## src/rtl/bl_pkg.sv

```systemverilog
package bl_pkg;

    typedef enum logic {
        SEL_BASE  = 1'b0,
        SEL_LIMIT = 1'b1
    } bl_sel_e;

    typedef enum logic [1:0] {
        RSP_NONE  = 2'd0,
        RSP_GRANT = 2'd1,
        RSP_TRAP  = 2'd2
    } bl_rsp_e;

    function automatic bl_rsp_e bl_classify(input logic valid, input logic legal);
        if (!valid)     return RSP_NONE;
        else if (legal) return RSP_GRANT;
        else            return RSP_TRAP;
    endfunction

endpackage

```

## src/rtl/bl_bound_regs.sv

```systemverilog
module bl_bound_regs
    import bl_pkg::*;
#(
    parameter int ADDR_W = 32
) (
    input  logic              clk,
    input  logic              rst,
    input  logic              wr_en,
    input  logic              wr_kernel,
    input  logic              wr_sel,
    input  logic [ADDR_W-1:0] wr_data,
    output logic [ADDR_W-1:0] base_q,
    output logic [ADDR_W-1:0] limit_q,
    output logic              priv_err
);

    bl_sel_e sel;
    logic    allowed;
    logic    rejected;

    assign sel      = bl_sel_e'(wr_sel);
    assign allowed  = wr_en &&  wr_kernel;
    assign rejected = wr_en && !wr_kernel;

    always_ff @(posedge clk) begin
        if (rst) begin
            base_q   <= '0;
            limit_q  <= '0;
            priv_err <= 1'b0;
        end else begin
            priv_err <= rejected;
            if (allowed) begin
                if (sel == SEL_BASE) base_q  <= wr_data;
                else                 limit_q <= wr_data;
            end
        end
    end


    a_r8_user_write_ignored: assert property (@(posedge clk) disable iff (rst)
        rejected |=> ($stable(base_q) && $stable(limit_q)));


    a_r9_err_pulse: assert property (@(posedge clk) disable iff (rst)
        rejected |=> priv_err);
    a_r9_err_quiet: assert property (@(posedge clk) disable iff (rst)
        !rejected |=> !priv_err);

endmodule

```

## src/rtl/bl_range_check.sv

```systemverilog
module bl_range_check #(
    parameter int ADDR_W = 32
) (
    input  logic              kernel,
    input  logic [ADDR_W-1:0] addr,
    input  logic [ADDR_W-1:0] base,
    input  logic [ADDR_W-1:0] limit,
    output logic              legal,
    output logic [ADDR_W:0]   phys
);

    localparam int WIDE = ADDR_W + 1;

    logic [WIDE-1:0] addr_w;
    logic [WIDE-1:0] base_w;
    logic [WIDE-1:0] top_w;
    logic            above_lo;
    logic            below_hi;

    assign addr_w   = {1'b0, addr};
    assign base_w   = {1'b0, base};
    assign top_w    = base_w + {1'b0, limit};
    assign above_lo = addr_w >= base_w;
    assign below_hi = addr_w <  top_w;

    always_comb begin
        if (kernel) begin
            legal = 1'b1;
            phys  = addr_w;
        end else begin
            legal = above_lo && below_hi;
            phys  = addr_w + base_w;
        end
    end

endmodule

```

## src/rtl/bl_resp_stage.sv

```systemverilog
module bl_resp_stage
    import bl_pkg::*;
#(
    parameter int ADDR_W = 32
) (
    input  logic            clk,
    input  logic            rst,
    input  logic            valid,
    input  logic            legal,
    input  logic [ADDR_W:0] phys_in,
    output logic            grant,
    output logic            trap,
    output logic [ADDR_W:0] phys_out
);

    bl_rsp_e kind_q;
    bl_rsp_e kind_d;

    assign kind_d = bl_classify(valid, legal);

    always_ff @(posedge clk) begin
        if (rst) begin
            kind_q   <= RSP_NONE;
            phys_out <= '0;
        end else begin
            kind_q   <= kind_d;
            phys_out <= (kind_d == RSP_GRANT) ? phys_in : '0;
        end
    end

    assign grant = (kind_q == RSP_GRANT);
    assign trap  = (kind_q == RSP_TRAP);


    a_r4_trap_no_addr: assert property (@(posedge clk) disable iff (rst)
        trap |-> (phys_out == '0));

endmodule

```

## src/rtl/bl_guard.sv

```systemverilog
module bl_guard #(
    parameter int ADDR_W = 32
) (
    input  logic              clk,
    input  logic              rst,
    input  logic              cfg_wr_en,
    input  logic              cfg_kernel,
    input  logic              cfg_sel,
    input  logic [ADDR_W-1:0] cfg_wdata,
    output logic              cfg_priv_err,
    input  logic              req_valid,
    input  logic              req_kernel,
    input  logic [ADDR_W-1:0] req_addr,
    output logic              rsp_grant,
    output logic              rsp_trap,
    output logic [ADDR_W:0]   rsp_phys
);

    logic [ADDR_W-1:0] base_q;
    logic [ADDR_W-1:0] limit_q;
    logic              legal;
    logic [ADDR_W:0]   phys_c;

    bl_bound_regs #(.ADDR_W(ADDR_W)) u_regs (
        .clk       (clk),
        .rst       (rst),
        .wr_en     (cfg_wr_en),
        .wr_kernel (cfg_kernel),
        .wr_sel    (cfg_sel),
        .wr_data   (cfg_wdata),
        .base_q    (base_q),
        .limit_q   (limit_q),
        .priv_err  (cfg_priv_err)
    );

    bl_range_check #(.ADDR_W(ADDR_W)) u_check (
        .kernel (req_kernel),
        .addr   (req_addr),
        .base   (base_q),
        .limit  (limit_q),
        .legal  (legal),
        .phys   (phys_c)
    );

    bl_resp_stage #(.ADDR_W(ADDR_W)) u_resp (
        .clk      (clk),
        .rst      (rst),
        .valid    (req_valid),
        .legal    (legal),
        .phys_in  (phys_c),
        .grant    (rsp_grant),
        .trap     (rsp_trap),
        .phys_out (rsp_phys)
    );


    a_r6_one_cycle_resp: assert property (@(posedge clk) disable iff (rst)
        req_valid |=> (rsp_grant ^ rsp_trap));
    a_r6_idle_quiet: assert property (@(posedge clk) disable iff (rst)
        !req_valid |=> (!rsp_grant && !rsp_trap));


    a_r5_kernel_grant: assert property (@(posedge clk) disable iff (rst)
        (req_valid && req_kernel) |=> (rsp_grant && rsp_phys == {1'b0, $past(req_addr)}));


    a_r4_exclusive: assert property (@(posedge clk) disable iff (rst)
        !(rsp_grant && rsp_trap));

endmodule

```

## config.mk

```make
export PLATFORM = sky130hd
export DESIGN_NAME = bl_guard
export DESIGN_NICKNAME = d
export VERILOG_FILES = /design/src/rtl/bl_pkg.sv /design/src/rtl/bl_bound_regs.sv /design/src/rtl/bl_range_check.sv /design/src/rtl/bl_resp_stage.sv /design/src/rtl/bl_guard.sv
export SDC_FILE = /design/constraint.sdc
export NUM_CORES = 1
export LEC_CHECK = 0
export BUFFER_PORTS_ARGS = -buffer_cell sky130_fd_sc_hd__buf_2
export CAP_MARGIN = 10
export CORE_ASPECT_RATIO = 1.4
export CORE_UTILIZATION = 54
export DETAILED_ROUTE_END_ITERATION = 7
export MAX_ROUTING_LAYER = met4
export PLACE_DENSITY = 0.85
export REMOVE_ABC_BUFFERS = 1
export SYNTH_ARGS = -nofsm -noshare
export SYNTH_HDL_FRONTEND = slang
export SYNTH_SLANG_ARGS = --single-unit
```

## constraint.sdc

```tcl
create_clock -name clk -period 4.4 [get_ports clk]
set_input_delay 0.88 -clock clk [delete_from_list [all_inputs] [get_ports clk]]
set_output_delay 0.88 -clock clk [all_outputs]
set_load 0.01 [all_outputs]
```

* After elaboration in Yosys (flattened, before gate mapping)
Cells that the tools add are included.
Word-level totals: word-level logic and storage cells 27, output and inout port bits 36, input port bits 71, bits in read-only memories 0, bits in latches 0, bits in writable memories 0, flip-flop bits (word level) 100, memories 0
Operators by class: multipliers 0, shifts and indexed selects 0, bitwise operators 2, reductions and logical operators 8, equal/unequal tests 3, magnitude comparators 2, div/mod/pow operators 0, add/sub/neg operators 2, mux-type cells 4
Operator list (number):
- $add A32 B32 Y33 | 2
- $lt A32 B33 Y1 | 1
- $ge A32 B32 Y1 | 1
- $mux W32 | 1
- $eq A2 B1 Y1 const B | 2
- $mux W2 | 2
- $reduce_and A2 Y1 | 2
- $logic_and A1 B1 Y1 | 3
- $reduce_or A3 Y1 | 1
- $eq A2 B2 Y1 const B | 1
- $not A1 Y1 | 2
- $reduce_or A2 Y1 | 1
- $logic_not A1 Y1 | 1
- $mux W1 | 1

* Depth between registers and ports, before layout
depth in word-level cells 9, depth in mapped cells 22

* Cells and area by module
From an unflattened synthesis, not the netlist that was laid out.
Unflattened totals: cell total of the unflattened synthesis 1079, area total of the unflattened synthesis 9177.6 µm²
Modules (own cells, without submodules):
- bl_range_check | area each 5348.9 µm², sequential area each 0.0 µm², times used 1, cells an instance 751
- bl_bound_regs | area each 2705.1 µm², sequential area each 1301.2 µm², times used 1, cells an instance 247
- bl_resp_stage | area each 1123.6 µm², sequential area each 700.7 µm², times used 1, cells an instance 81

* Worst setup path after synthesis
OpenSTA, ideal clock, no wires.
path type register to register, start point register u_regs.base_q[0], end point register u_resp.phys_out[26], setup time 115 ps, required time 4285 ps, data arrival time 4378 ps, path slack -93 ps, path buffers 1, cell stages (with the launch flop) 22, cells stage by stage dfxtp_1 -> ha_1 -> fa_1 -> a211o_1 -> a2111oi_2 -> nor3_1 -> o31ai_2 -> a21boi_1 -> o21ai_1 -> nand2b_1 -> a21oi_1 -> xor2_1 -> ha_1 -> and2_0 -> a221o_1 -> nand2_1 -> o211ai_1 -> o211ai_1 -> o22a_1 -> nand3b_1 -> buf_4 -> a2111oi_0
On the way: cells in the longest elaborated chain, start to end 9, elaborated cells on any way between the ends 12, classes of those cells add/sub: 2; order compare: 2; eq/ne: 1; mux: 4; bitwise: 1; reduce/logical: 2
RTL lines:
- start, declared | RTL line bl_bound_regs.sv:12 | output logic [ADDR_W-1:0] base_q,
- start signal, assigned | RTL line bl_bound_regs.sv:33 | if (sel == SEL_BASE) base_q <= wr_data;
- $add A32 B32 Y33 | RTL line bl_range_check.sv:22 | assign top_w = base_w + {1'b0, limit};
- $lt A32 B33 Y1 | RTL line bl_range_check.sv:24 | assign below_hi = addr_w < top_w;
- $logic_and A1 B1 Y1 | RTL line bl_range_check.sv:31 | legal = above_lo && below_hi;
- $mux W1 | RTL line bl_range_check.sv:27 | if (kernel) begin
- $mux W2 | RTL line bl_pkg.sv:16 | else if (legal) return RSP_GRANT;
- $mux W2 | RTL line bl_pkg.sv:15 | if (!valid) return RSP_NONE;
- $eq A2 B1 Y1 | RTL line bl_resp_stage.sv:27 | phys_out <= (kind_d == RSP_GRANT) ? phys_in : '0;
- $not A1 Y1 (no source line)
- $reduce_or A2 Y1 (no source line)
- end signal, assigned | RTL line bl_resp_stage.sv:27
- end, declared | RTL line bl_resp_stage.sv:13 | output logic [ADDR_W:0] phys_out
Parallel ways exist; a longest one is shown, timed or not. A chain may end at the register's enable or synchronous reset.

* Worst setup path in the final report
start point register u_regs.base_q[0], end point register u_resp.phys_out[29]
The elaborated chain is that of the path after synthesis.

==> parameters.txt <==
Parameter                              Value

Synth
  Predominant post-synthesis flop cell ... sky130_fd_sc_hd__dfxtp_1
  Sequential area share after synthesis ... 0.246
  Combinational family with the most area after synthesis ... compound AO/OA/AOI/OAI gates
  Cells after Synth ... 1073
  Compound-gate portion of the synthesized area ... 0.240
  Portion of netlist area occupied by mux cells ... 0.00767
  Synth Area in Simple Gates ... 0.205
  Cell area after synthesis ... 8150 um^2
  Warnings from Yosys ... 0
  Syn Area/Cell ... 7.60 um^2
  Async S/R FF share, synth ... 0
  XOR/XNOR share of the synthesized area ... 0.0505
  Flip-flop and latch count after synthesis ... 100
  Fraction of the mapped netlist area in adder cells ... 0.200
  Library cells used by synthesis ... 72
  Number of enable flip-flop cells after synthesis ... 0

Global route
  Number of antenna violations at the first check in global routing ... 1
  Global-route congestion overflow total ... 0
  Global-route met3 utilization ... 0.0384
  Wire length of the first global-routing pass ... 38300 um
  Global routing usage on met2 ... 0.583
  GR Util All Layers ... 0.317
  GR met1 Demand/Resource ... 0.306
  Via count of the first global-routing pass ... 8357
  Most utilized layer in the global route result ... met2
  Maximum number of pins on one net before global-route repair ... 67

Routing
  DR vias ... 8373
  DRT Pass-1 Iters ... 7
  Antenna Nets Post-Route ... 0
  Wire per inst ... 17.1 um
  DRC ... 0
  Total detailed-routing wirelength ... 24200 um
  DRC violation total after the first TritonRoute iteration ... 495
  Post-detailed-route via-to-cell ratio ... 5.91

Setup path
  Required time worst endpoint ... 4.66 ns
  Arrival time at the worst endpoint ... 4.94 ns
  Max Fanout on Critical Path ... 8
  Critical-path cell list ... ha_4, fa_2, a211o_1, a2111oi_4, nor3_2, o31ai_2, buf_4, a21boi_4, o21ai_2, nand2b_1, a21oi_2, xor2_1, ha_1, and2_4, a221o_1, nand2_1, o211ai_1, o211ai_1, o22a_1, nand3b_1, buf_6, buf_4, a2111oi_4
  Worst setup path class ... flip-flop to flip-flop
  Startpoint class of the critical path ... flip-flop
  Highest-delay cell along the critical path ... sky130_fd_sc_hd__fa_2
  Largest incremental delay on the critical path ... 0.36 ns
  Endpoint kind of the worst setup timing path ... flip-flop

STA
  Setup violators final ... 35
  Setup repair after global routing missed its margin ... true
  Worst Tran Pin Value ... 0.897 ns
  Number of hold-slack violations in the final timing report ... 0
  Fin crit share ... 1.06
  Period minus WS final ... 4.68 ns
  Max-slew violation count ... 0
  Skew final ... 0.00997 ns
  Max transition margin ... 0.398
  Achievable frequency ... 0.214 GHz
  Final worst-path setup slack ... -0.278 ns

Placement
  Post-place setup slack ... -0.662 ns
  Routability-driven placement congestion ratio ... 0.964
  Number of I/O port buffers ... 106
  Total placed cells including tap cells ... 1388
  Placed wire-length estimate ... 17900 um

Final layout
  Leading cell type in the layout, fill and taps excluded ... sky130_fd_sc_hd__nand2_1
  Fraction of final layout cells with drive strength greater than 1 ... 0.199
  Most frequent cells in the layout ... sky130_fd_sc_hd__nand2_1, sky130_fd_sc_hd__a21oi_1, sky130_fd_sc_hd__ha_1
  Layout overhead on the synthesized area ... 21.4%
  Cell Count, Final, Fillers Out ... 1416
  Final-stage net count ... 1421

Power and ir drop
  Leakage power total ... 4.48 nW
  Power density normalized to cell area ... 238 nW/um^2
  IR Drop Worst-Case VDD ... 0.173 mV

Clocking
  Clock-pin slew reported for the worst setup and hold paths after clock tree synthesis ... 0.08 ns
  Clock tree from TritonCTS ... done
  Clock root buffer master ... sky130_fd_sc_hd__clkbuf_16
  Clock latency on the worst-skew pair ... 0.36 ns
  Clock Sink Count ... 100
  Buffers from clock root to sink, at most ... 2
  H-tree depth ... 3
  Number of buffers created by CTS ... 9
  Number of hold buffers added after cts ... 0

Floorplan
  Initial Utilization ... 0.559
  Die Wd ... 106 um
  Number of I/O pins ... 107
  FP Rows ... 52
  DIE HEIGHT ... 147 um
  Core area ... 14600 um^2
  Die area ... 15600 um^2

Status
  Outcome ... complete, but fails checks
  Violations in the final reports ... setup timing

Hold path
  Path category of the worst min-delay check ... flip-flop to flip-flop

Flow run
  Max_cap viols ... 0
## final timing paths
path	from	to	slack [ns]	cells after the start
worst max-delay path	u_regs.base_q[0]	u_resp.phys_out[29]	-0.28	23
worst min-delay path	u_regs.limit_q[22]	u_regs.limit_q[22]	0.46	2
worst max register to register	u_regs.base_q[0]	u_resp.phys_out[29]	-0.28	23
worst min register to register	u_regs.limit_q[22]	u_regs.limit_q[22]	0.46	2
## state kept, by name (all words and copies together), names as in the netlist
| register | flops |
|---|---|
| u_resp.phys_out | 33 |
| u_regs.base_q | 32 |
| u_regs.limit_q | 32 |
| u_resp.kind_q | 2 |
| u_regs.priv_err | 1 |
## metal layers
metal	vias to the layer above	part of all wire
met5	-	0
met4	0	0.077
met3	131	0.043
met2	306	0.53
met1	3885	0.35
li1	4051	-
## area by class of cell
| cell class | instances | area (um^2) |
|---|---|---|
| tap | 189 | 236 |
| sequential | 100 | 2000 |
| antenna | 1 | 2.50 |
| multi-input combinational | 865 | 5960 |
| inverter | 70 | 265 |
| clock buffer | 9 | 225 |
| timing repair buffer | 175 | 1130 |
| clock inverter | 7 | 70.1 |
| fill | 1233 | 4680 |
## cell usage after synthesis, drive strengths merged, types with 2 or more instances
master	count	share of area
and4	5	0.0054
a311oi	4	0.0043
or3	5	0.0038
nand2	169	0.078
nor3b	6	0.0055
nor4	3	0.0023
a211o	3	0.0032
and3	10	0.0077
and2	4	0.0031
xnor2	27	0.029
a221oi	4	0.0043
inv	69	0.032
ha	127	0.19
a21oi	145	0.089
clkbuf	32	0.015
a221o	2	0.0025
xor2	20	0.021
nor2	108	0.050
dfxtp	100	0.25
nand2b	9	0.0069
fa	2	0.0049
a2111oi	11	0.018
o21ai	44	0.027
o21a	4	0.0037
mux2i	4	0.0049
a211oi	16	0.016
o211a	2	0.0025
or2	3	0.0023
buf	6	0.0045
a41oi	3	0.0032
o21bai	7	0.0064
nor3	18	0.011
nand3	14	0.0086
o2111a	2	0.0028
nor2b	12	0.0092
nand4	9	0.0069
a21boi	5	0.0046
a21o	23	0.021
o31ai	10	0.0098
or4	2	0.0023
mux2	2	0.0028
o211ai	6	0.0055
## report_power, final
part,switching (mW),internal (mW),total [mW]
logic,0.349,0.244,0.593
registers,0.0182,0.940,0.958
clock network,0.408,0.401,0.809
total,0.775,1.58,2.36
## through the flow
step	utilization	power (mW)	hold slack (ns)	setup TNS (ns)	instance area, um^2
floorplan	-	1.30	0.434	-14.72	8000
global placement	0.631	1.50	0.446	-11.38	9200
detailed placement	0.631	1.51	0.453	-18.37	9200
CTS	0.667	2.34	0.463	-2.42	9720
global route	0.679	2.48	0.483	-13.29	9900
finish	0.679	2.36	0.463	-7.03	9900
## kinds of logic (layout without fill, tap and decap cells)
group / after synthesis / after routing
AO/OA/AOI/OAI: 304 / 304
XOR/XNOR: 47 / 47
adder cells (fa/ha/maj): 129 / 129
buffers and inverters: 108 / 261
flip-flops: 100 / 100
multiplexers: 6 / 6
other: 0 / 1
AND/OR/NAND/NOR: 379 / 379
## what timing repair did
action                     CTS  global route
gates resized for setup     34            25
pin swaps                   15            11
buffers inserted             6             3
cloned                       1             1
setup endpoints to repair   35            35
## critical path: cells and delay by family, from the launching register on
family	cells	cell delay, ns
compound gates	11	2.17
xor+xnor	1	0.17
fa+ha+maj	3	0.80
buf+inv	3	0.52
flops	1	0.34
simple gates	5	0.57
(Power assumes the default switching activity.)
